File: config.mk
export PLATFORM = sky130hd
export DESIGN_NAME = scanfsm_top
export DESIGN_NICKNAME = d
export VERILOG_FILES = /design/src/rtl/scanfsm_pkg.sv /design/src/rtl/scanfsm_next.sv /design/src/rtl/scanfsm_chain.sv /design/src/rtl/scanfsm_decode.sv /design/src/rtl/scanfsm_top.sv
export SDC_FILE = /design/constraint.sdc
export NUM_CORES = 1
export LEC_CHECK = 0
export BUFFER_PORTS_ARGS = -buffer_cell sky130_fd_sc_hd__clkbuf_2
export CAP_MARGIN = 25
export CORE_AREA = 3 3 40 42
export CTS_CLUSTER_SIZE = 16
export DETAILED_ROUTE_END_ITERATION = 12
export DIE_AREA = 0 0 43 45
export GPL_TIMING_DRIVEN = 1
export SLEW_MARGIN = 10
export SYNTH_ARGS = -nofsm -noshare
export SYNTH_HDL_FRONTEND = slang
export SYNTH_SLANG_ARGS = --single-unit
File: constraint.sdc
create_clock -name clk -period 1.2 [get_ports clk]
set_input_delay 0.06 -clock clk [delete_from_list [all_inputs] [get_ports clk]]
set_output_delay 0.06 -clock clk [all_outputs]
set_load 0.01 [all_outputs]
File: src/rtl/scanfsm_pkg.sv
package scanfsm_pkg;

    localparam int ST_W = 2;

    typedef enum logic [ST_W-1:0] {
        ST_IDLE = 2'b00,
        ST_RUN  = 2'b01,
        ST_DONE = 2'b10,
        ST_ERR  = 2'b11
    } ctl_state_e;

    typedef struct packed {
        logic start;
        logic fin;
        logic ack;
        logic clr;
    } ctl_cmd_t;

    typedef struct packed {
        logic busy;
        logic done;
        logic err;
    } ctl_flags_t;

endpackage

File: src/rtl/scanfsm_next.sv
module scanfsm_next
    import scanfsm_pkg::*;
(
    input  ctl_state_e cur_q,
    input  ctl_cmd_t   cmd,
    output ctl_state_e func_d
);

    always_comb begin
        func_d = cur_q;
        if (cmd.clr) begin
            func_d = ST_IDLE;
        end else begin
            unique case (cur_q)
                ST_IDLE: if (cmd.start) func_d = ST_RUN;
                ST_RUN: begin
                    if (cmd.start && cmd.fin) func_d = ST_ERR;
                    else if (cmd.fin)         func_d = ST_DONE;
                end
                ST_DONE: if (cmd.ack) func_d = ST_IDLE;
                ST_ERR:  func_d = ST_ERR;
                default: func_d = ST_IDLE;
            endcase
        end
    end

endmodule

File: src/rtl/scanfsm_chain.sv
module scanfsm_chain #(
    parameter int W = 2
) (
    input  logic         clk,
    input  logic         rst_gn,
    input  logic         scan_en,
    input  logic         scan_in,
    input  logic [W-1:0] func_d,
    output logic [W-1:0] state_q,
    output logic         scan_out
);

    logic [W-1:0] shift_d;
    logic [W-1:0] state_d;

    for (genvar i = 0; i < W; i++) begin : g_link
        if (i == 0) begin : g_head
            assign shift_d[i] = scan_in;
        end else begin : g_body
            assign shift_d[i] = state_q[i-1];
        end
    end

    always_comb begin
        state_d = scan_en ? shift_d : func_d;
    end

    always_ff @(posedge clk or negedge rst_gn) begin
        if (!rst_gn) state_q <= '0;
        else         state_q <= state_d;
    end

    assign scan_out = state_q[W-1];

endmodule

File: src/rtl/scanfsm_decode.sv
module scanfsm_decode
    import scanfsm_pkg::*;
(
    input  ctl_state_e cur_q,
    output ctl_flags_t flags
);

    always_comb begin
        flags      = '0;
        flags.busy = (cur_q == ST_RUN);
        flags.done = (cur_q == ST_DONE);
        flags.err  = (cur_q == ST_ERR);
    end

endmodule

File: src/rtl/scanfsm_top.sv
module scanfsm_top
    import scanfsm_pkg::*;
(
    input  logic clk,
    input  logic rst_n,
    input  logic test_mode,
    input  logic scan_en,
    input  logic scan_in,
    input  logic start,
    input  logic fin,
    input  logic ack,
    input  logic clr,
    output logic scan_out,
    output logic busy_o,
    output logic done_o,
    output logic err_o
);

    logic            rst_gn;
    ctl_cmd_t        cmd;
    ctl_state_e      cur_q;
    ctl_state_e      func_d;
    logic [ST_W-1:0] state_q;
    ctl_flags_t      flags;

    assign rst_gn = rst_n | test_mode;
    assign cmd    = '{start: start, fin: fin, ack: ack, clr: clr};
    assign cur_q  = ctl_state_e'(state_q);

    scanfsm_next u_next (
        .cur_q  (cur_q),
        .cmd    (cmd),
        .func_d (func_d)
    );

    scanfsm_chain #(.W(ST_W)) u_chain (
        .clk      (clk),
        .rst_gn   (rst_gn),
        .scan_en  (scan_en),
        .scan_in  (scan_in),
        .func_d   (func_d),
        .state_q  (state_q),
        .scan_out (scan_out)
    );

    scanfsm_decode u_decode (
        .cur_q (cur_q),
        .flags (flags)
    );

    assign busy_o = flags.busy;
    assign done_o = flags.done;
    assign err_o  = flags.err;

endmodule

==> results.yml, run 1 <==
run_status:
  outcome: "finished, final reports clean"
worst_setup_path:
  r2r-start: "u_chain.state_q[1]$_DFFE_PN0P_"
  r2r_end: "u_chain.state_q[0]$_DFFE_PN0P_"
  critPathCaptureType: "output port"
  slowest_stage: "dfrtp_1"
  slowest_delay_ns: 0.36
  ff2ff_path_depth: 3
  crit_type: "reg2out"
  worst-path-buf-inv: 2
  r2r_slack_ns: 0.15
  worstPathRequired_ns: 1.14
  worstPathArrival_ns: 1.07
  crit_fanout: 6
  start_kind: "flop"
  critPathTopFamily: "flip-flops"
  path_cells: "buf_4, and2b_2, clkbuf_2"
cells_and_area:
  layout-drive-gt1-share: 0.556
  reg_top3: "u_chain.state_q x2"
  seq_area_um2: 50.0
  area_growth_pct: 87.3
  fill_cells: 147
  final_core_util: 0.215
  design_area_um2: 277
  regMostFlops: "u_chain.state_q"
  largest_register_ffs: 2
  multi_input_comb_area_um2: 97.6
  nets: 47
  insertedDiodeCount: 0
logic_synthesis:
  synth-xor-area-share: 0
  synthArstFlopShare: 1.00
  postSynthAreaPerCell_um2: 8.20
  synth_fa_ha_area_frac: 0
  synth_top_area_frac: 0.339
  yosys_warnings: 0
  synthFlopType: "dfrtp_1"
  yosys.area_share.simple: 0.407
  synthMuxAreaShare: 0
  synth_nets: 27
  synth.area.top_cells: "dfrtp_1, o221ai_2, nand2_1, a21oi_1, and2b_2"
  syn_inst: 18
  ys_ff_latch: 2
  yosysTopAreaCell: "dfrtp_1"
  yosysMostFrequentCell: "nand2_1"
  synth_top_family_by_area: "simple AND/OR/NAND/NOR gates"
  synth_compound_area_frac: 0.254
  syn_area_um2: 148
  ys_top_cells_by_count: "nand2_1, a21oi_1, dfrtp_1, nor2_1"
  yosysSeqAreaShare: 0.339
  synth.distinct_cells: 13
  synth-edff-count: 0
detailed_routing:
  drt_wl_total_um: 411
  ant_nets: 0
  drcViolationCount: 0
  dr.pass1.iters: 2
  wl_per_cell_um: 8.06
  vias_per_cell: 3.82
  vias: 195
  drt_first_iter_violations: 2
clock_network:
  htree_levels: 1
  clock-sinks: 2
  cts_tree: "yes"
  cts_made_buffers: 3
  root_buffer: "clkbuf_4"
  max-clock-path-buffers: 2
  post_cts_resized: 0
  post-cts-setup-buffers: 0
  hold_buffers: 2
  clk_latency_ns: 0.23
  clk_pin_slew_ns: 0.03
pwr:
  power_frac_comb: 0.276
  clkPwrFrac: 0.473
  vdd_drop_max_mv: 0.184
  p_int_mw: 0.236
  p_leak_nw: 0.136
  p_sw_frac: 0.279
  powerDensity_nw_per_um2: 1180
  p_sw_mw: 0.0915
  pwr-share-seq: 0.252
  total_power_mw: 0.328
min_path:
  hold_path_depth: 3
  whs_endpoint: "u_chain.state_q[0]$_DFFE_PN0P_"
  min_from: "scan_in"
  hold_class: "in2reg"
floorplan:
  ioPinCount: 13
  die_y_um: 45
  coreArea_um2: 1280
  fp.dieArea_um2: 1940
  row_count: 13
  start_util: 0.115
  die_x_um: 43
flow_run:
  timing.max_cap.violations: 0
sta:
  tightestPinTransition_ns: 0.164
  rsz0062_at_grt: "no"
  tns_ns: 0
  setup_viol: 0
  fin_skew_ns: 0.00430
  min_period_ns: 1.13
  fmax_mhz: 885
  hold_viol: 0
  min_period_over_period: 0.942
  maxSlewViolCount: 0
  relSlewSlack: 0.890
grt:
  grt.total_usage: 0.0541
  grt_pass1_wl_um: 655
  antenna_found_initial: 0
  grt_pass1_vias: 190
  grt_remaining_overflow: 0
  grt_max_degree: 7
placement:
  placed_area_um2: 234
  gp_congestion: 0.654
  portBuffers: 12
## metrics by stage
stage | setup slack [ns] | hold slack (ns) | cells
6_report | 0.0699 | 0.0511 | 51
5_1_grt | 0.0108 | 0.0535 | 51
4_1_cts | 0.0591 | 0.0458 | 51
3_5_place_dp | 0.153 | -0.0680 | 46
3_3_place_gp | 0.160 | -0.0716 | 46
2_1_floorplan | 0.0604 | -0.156 | 18
## worst max-delay path by stage
| stage | start | to | slack, ns | cells after the start |
|---|---|---|---|---|
| final | u_chain.state_q[1]$_DFFE_PN0P_ | busy_o | 0.07 | 3 |
| after global routing | u_chain.state_q[1]$_DFFE_PN0P_ | busy_o | 0.01 | 3 |
| after CTS | u_chain.state_q[1]$_DFFE_PN0P_ | busy_o | 0.06 | 3 |
| after detailed placement | u_chain.state_q[1]$_DFFE_PN0P_ | u_chain.state_q[0]$_DFFE_PN0P_ | 0.15 | 3 |
| after global placement | u_chain.state_q[1]$_DFFE_PN0P_ | u_chain.state_q[0]$_DFFE_PN0P_ | 0.16 | 3 |
| after floorplan | u_chain.state_q[1]$_DFFE_PN0P_ | u_chain.state_q[0]$_DFFE_PN0P_ | 0.06 | 3 |
## layout by cell type (no fill, tap or decap), drive strengths merged
cell type | netlist | routed
or2 | 1 | 1
and2b | 1 | 1
nand2 | 3 | 3
o221ai | 1 | 1
nor2 | 2 | 2
a21oi | 2 | 2
dlygate4sd3 | 0 | 2
o21ai | 1 | 1
nor2b | 1 | 1
or3 | 1 | 1
dfrtp | 2 | 2
buf | 0 | 1
nand2b | 1 | 1
and2 | 1 | 1
o21a | 1 | 1
clkbuf | 0 | 15
## cell families after synthesis
| kind of cell | Yosys count |
|---|---|
| simple gates | 11 |
| flops | 2 |
| compound gates | 5 |
## worst reg2reg max path, stage by stage, from the launching register on
cell and delay, ns:
dfrtp_1 0.36, nor2b_1 0.14, or3_1 0.32, o221ai_2 0.14
## metal layers
| metal | vias to the layer above | track usage | part of all wire |
|---|---|---|---|
| li1 | 98 | - | - |
| met5 | - | 0 | 0 |
| met2 | 10 | 0.0838 | 0.48 |
| met3 | 4 | 0 | 0.073 |
| met1 | 83 | 0.0385 | 0.35 |
| met4 | 0 | 0.127 | 0.088 |
## cell type report
| cell class | count | area share |
|---|---|---|
| clock buffer | 3 | 0.0814 |
| multi-input combinational | 16 | 0.353 |
| sequential | 2 | 0.181 |
| tap | 15 | 0.0679 |
| timing repair buffer | 15 | 0.317 |
## power by group through the flow
stage          Sequential, mW  Combinational (mW)  Clock, mW
2_1_floorplan          0.0879              0.0397          0
3_3_place_gp           0.0835              0.0861          0
3_5_place_dp           0.0835              0.0869          0
4_1_cts                0.0828              0.0921      0.163
5_1_grt                0.0845               0.101      0.167
6_report               0.0825              0.0903      0.155
(Power assumes the default switching activity.)
==> inputs of run 2 (changes only) <==
CORE_AREA = 2 2 39 41   (was 3 3 40 42)
DIE_AREA = 0 0 41 43   (was 0 0 43 45)
==> run 2 against run 1 <==
Worst hold slack better by 0.011 ns; via count is 5.6% lower; first-iteration DRC count stayed put; combinational power is 1% higher; maximum frequency hardly changed; die area is 8.9% lower; clock skew is 0.00089 ns lower; largest cell class unchanged.
==> results.yml, run 2 (synthesis gave the netlist of run 1 again) <==
cells_and_area:
  regMostFlops: "u_chain.state_q"
  fill_cells: 164
  area_growth_pct: 88.1
  nets: 47
  layout-drive-gt1-share: 0.556
  reg_top3: "u_chain.state_q x2"
  insertedDiodeCount: 0
  final_cell_mix: "clkbuf_2, nand2_1, clkbuf_4"
  largest_register_ffs: 2
  final_common_cell: "clkbuf_2"
sta:
  tns_ns: 0
  min_period_over_period: 0.942
  rsz0062_at_grt: "no"
  fin_skew_ns: 0.00341
  fmax_mhz: 885
  hold_viol: 0
  setup_viol: 0
  relSlewSlack: 0.869
  tightestPinTransition_ns: 0.197
  maxSlewViolCount: 0
  worst_slack_ns: 0.0700
  min_period_ns: 1.13
detailed_routing:
  vias: 184
  vias_per_cell: 3.54
  drt_wl_total_um: 412
  dr.pass1.iters: 4
  wl_per_cell_um: 7.92
  drcViolationCount: 0
  ant_nets: 0
  drt_first_iter_violations: 2
clock_network:
  max-clock-path-buffers: 2
  clk_latency_ns: 0.23
  post-cts-setup-buffers: 0
  clock-sinks: 2
  root_buffer: "clkbuf_4"
  cts_tree: "yes"
  cts_made_buffers: 3
  clk_pin_slew_ns: 0.03
  htree_levels: 1
worst_setup_path:
  critPathCaptureType: "output port"
  r2r_slack_ns: 0.15
  worstPathArrival_ns: 1.07
  worstPathRequired_ns: 1.14
  slowest_stage: "dfrtp_1"
  start_kind: "flop"
  slowest_delay_ns: 0.36
  path_cells: "buf_4, and2b_2, clkbuf_2"
  crit_type: "reg2out"
  crit_end: "busy_o"
  ff2ff_path_depth: 3
  cp-startpoint: "u_chain.state_q[1]$_DFFE_PN0P_"
  r2r-start: "u_chain.state_q[1]$_DFFE_PN0P_"
  r2r_end: "u_chain.state_q[0]$_DFFE_PN0P_"
  crit_fanout: 6
min_path:
  hold_class: "in2reg"
  hold_path_depth: 2
  min_from: "clr"
placement:
  dp_slack_ns: 0.150
  portBuffers: 12
  gp_congestion: 0.572
  place_hpwl_um: 310
floorplan:
  ioPinCount: 13
  die_x_um: 41
  fp.dieArea_um2: 1760
  die_y_um: 43
  coreArea_um2: 1380
  start_util: 0.107
  row_count: 14
grt:
  grt.total_usage: 0.0661
  grt_remaining_overflow: 0
  grt_pass1_vias: 191
  antenna_found_initial: 0
  grt_max_degree: 7
  grt_pass1_wl_um: 634
pwr:
  p_leak_nw: 0.136
  powerDensity_nw_per_um2: 1180
  vdd_drop_max_mv: 0.195
flow_run:
  timing.max_cap.violations: 0
run_status:
  outcome: "finished, final reports clean"
[run 2: cell counts in the layout (fill, tap and decap cells not counted)]
Identical to the previous run, type by type.
[run 2: worst min-delay path by stage]
stage	to
3_3_place_gp	u_chain.state_q[0]$_DFFE_PN0P_
5_1_grt	u_chain.state_q[0]$_DFFE_PN0P_
3_5_place_dp	u_chain.state_q[0]$_DFFE_PN0P_
4_1_cts	u_chain.state_q[1]$_DFFE_PN0P_
2_1_floorplan	u_chain.state_q[0]$_DFFE_PN0P_
6_report	u_chain.state_q[1]$_DFFE_PN0P_
[run 2: worst max-delay path: cells and delay by family (launching register included)]
family,cells,cell delay [ns]
simple gates,1,0.21
flops,1,0.36
buf+inv,2,0.27
[run 2: metrics by stage]
stage	area, µm²	hold WS (ns)	total power [mW]	util	cells
after floorplan	148	-0.156	0.128	-	18
after global placement	235	-0.0689	0.170	0.170	47
after detailed placement	235	-0.0685	0.171	0.170	47
after CTS	278	0.0518	0.338	0.201	52
after global routing	278	0.0668	0.351	0.201	52
final	278	0.0623	0.327	0.201	52
[run 2: routing by layer]
| layer | vias to the layer above | global-route usage | wire length [µm] |
|---|---|---|---|
| met4 | 0 | 0.140 | 19 |
| met5 | - | 0 | 0 |
| met2 | 7 | 0.0938 | 231 |
| li1 | 99 | - | - |
| met3 | 2 | 0.0157 | 25 |
| met1 | 76 | 0.0383 | 136 |
[run 2: layout make-up]
| cell class | instances | area, µm² | share of cell area |
|---|---|---|---|
| tap | 16 | 20.0 | 0.0721 |
| sequential | 2 | 50.0 | 0.180 |
| multi-input combinational | 16 | 97.6 | 0.351 |
| timing repair buffer | 15 | 87.6 | 0.315 |
| clock buffer | 3 | 22.5 | 0.0811 |
[run 2: what timing repair did]
action,4_1_cts,5_1_grt
setup endpoints to repair,0,0
hold buffers,2,0
gates resized for setup,0,0
endpoints found under the hold margin,2,0
[run 2: power breakdown]
part	switching, mW	total [mW]	leakage [nW]	internal, mW
logic	0.0418	0.0912	0.0977	0.0494
registers	0.00655	0.0825	0.0244	0.0759
clock network	0.0424	0.153	0.0138	0.111
total	0.0907	0.327	0.136	0.236
==> inputs of run 3 (changes only) <==
CELL_PAD_IN_SITES_DETAIL_PLACEMENT = 0   (was default)
CELL_PAD_IN_SITES_GLOBAL_PLACEMENT = 1   (was default)
PLACE_DENSITY_LB_ADDON = 0.1   (was default)
==> run 3 against run 2 <==
Worst setup slack lost 0.012 ns; maximum frequency shrank 1.1%; combinational power grew 2.3%; clock skew shrank 0.0013 ns; non-clock buffer count is the same; clock-buffer cell count is the same; register-to-register slack is essentially flat; worst hold slack lost 0.0059 ns; clock power shrank 3%; sequential share of layout area is the same; largest cell class unchanged; highest routed layer is now met3.
==> results.yml, run 3 (synthesis gave the netlist of run 1 again) <==
sta:
  min_period_over_period: 0.952
  fin_skew_ns: 0.00214
  hold_viol: 0
  tightestPinTransition_ns: 0.193
  rsz0062_at_grt: "no"
  maxSlewViolCount: 0
  whs_ns: 0.0564
  setup_viol: 0
  relSlewSlack: 0.871
  worst_slack_ns: 0.0579
  min_period_ns: 1.14
  tns_ns: 0
  fmax_mhz: 876
clock_network:
  max-clock-path-buffers: 2
  post-cts-setup-buffers: 0
  cts_tree: "yes"
  clk_pin_slew_ns: 0.03
  htree_levels: 1
  cts_made_buffers: 3
  root_buffer: "clkbuf_4"
  clock-sinks: 2
  clk_latency_ns: 0.22
cells_and_area:
  insertedDiodeCount: 0
  largest_register_ffs: 2
  design_area_um2: 278
  final_core_util: 0.201
  reg_top3: "u_chain.state_q x2"
  instances_no_fill: 52
  final_common_cell: "clkbuf_2"
  area_growth_pct: 88.1
  final_cell_mix: "clkbuf_2, nand2_1, clkbuf_4"
  layout-drive-gt1-share: 0.556
  regMostFlops: "u_chain.state_q"
  nets: 47
detailed_routing:
  ant_nets: 0
  vias_per_cell: 3.52
  drt_first_iter_violations: 3
  drcViolationCount: 0
  drt_wl_total_um: 519
  dr.pass1.iters: 2
  vias: 183
  wl_per_cell_um: 9.98
worst_setup_path:
  worstPathRequired_ns: 1.14
  slowest_stage: "dfrtp_1"
  worstPathArrival_ns: 1.08
  slowest_delay_ns: 0.37
  crit_type: "reg2out"
  critPathCaptureType: "output port"
  r2r_slack_ns: 0.14
  path_cells: "buf_4, and2b_2, buf_2"
  ff2ff_path_depth: 3
  crit_fanout: 6
  start_kind: "flop"
floorplan:
  ioPinCount: 13
  coreArea_um2: 1380
  die_y_um: 43
  fp.dieArea_um2: 1760
  die_x_um: 41
  row_count: 14
  start_util: 0.107
run_status:
  outcome: "finished, final reports clean"
pwr:
  p_leak_nw: 0.136
  powerDensity_nw_per_um2: 1170
  total_power_mw: 0.326
  vdd_drop_max_mv: 0.257
min_path:
  hold_class: "in2reg"
  hold_path_depth: 3
grt:
  grt_max_degree: 7
  grt_pass1_wl_um: 772
  grt.total_usage: 0.0711
  grt_remaining_overflow: 0
  antenna_found_initial: 0
  grt_pass1_vias: 188
placement:
  portBuffers: 12
  place_hpwl_um: 388
  dp_slack_ns: 0.116
  placed_area_um2: 235
  dp_cells: 47
  gp_congestion: 0.687
flow_run:
  timing.max_cap.violations: 0
-- run 3: cell count changes in the layout (fill, tap and decap cells not counted), sizes merged --
cell,change
buf,+1
clkbuf,-1
-- run 3: power by group --
group	internal (mW)	total [mW]	switching, mW
combinational	0.0494	0.0933	0.0439
clock	0.110	0.148	0.0379
sequential	0.0759	0.0844	0.00849
-- run 3: cell type report --
cell class | instances | area (µm²)
Fill cell | 165 | 1110
Multi-Input combinational cell | 16 | 97.6
Timing Repair Buffer | 15 | 87.6
Sequential cell | 2 | 50.0
Clock buffer | 3 | 22.5
Tap cell | 16 | 20.0
-- run 3: critical path: cells and delay by family (launching register included) --
family / cells / cell delay (ns)
buffers and inverters: 2 / 0.28
DFF: 1 / 0.37
and+or+nand+nor: 1 / 0.21
-- run 3: per-layer routing --
metal	routed length (µm)	share of wire	GRT usage
met1	251	0.48	0.0892
met2	232	0.45	0.0875
met3	34	0.066	0.0157
met4	0	0	0.0800
met5	0	0	0
-- run 3: worst paths after layout --
check,startpoint,end
worst max-delay path,u_chain.state_q[1]$_DFFE_PN0P_,busy_o
worst min-delay path,scan_in,u_chain.state_q[0]$_DFFE_PN0P_
worst max register to register,u_chain.state_q[0]$_DFFE_PN0P_,u_chain.state_q[0]$_DFFE_PN0P_
worst min register to register,u_chain.state_q[0]$_DFFE_PN0P_,u_chain.state_q[1]$_DFFE_PN0P_
max in group asynchronous,rst_n,u_chain.state_q[1]$_DFFE_PN0P_
min in group asynchronous,test_mode,u_chain.state_q[0]$_DFFE_PN0P_
-- run 3: repair_timing --
action | CTS | global route
hold buffers | 2 | 0
setup endpoints to repair | 0 | 1
resized for setup | 0 | 1
endpoints found under the hold margin | 2 | 0
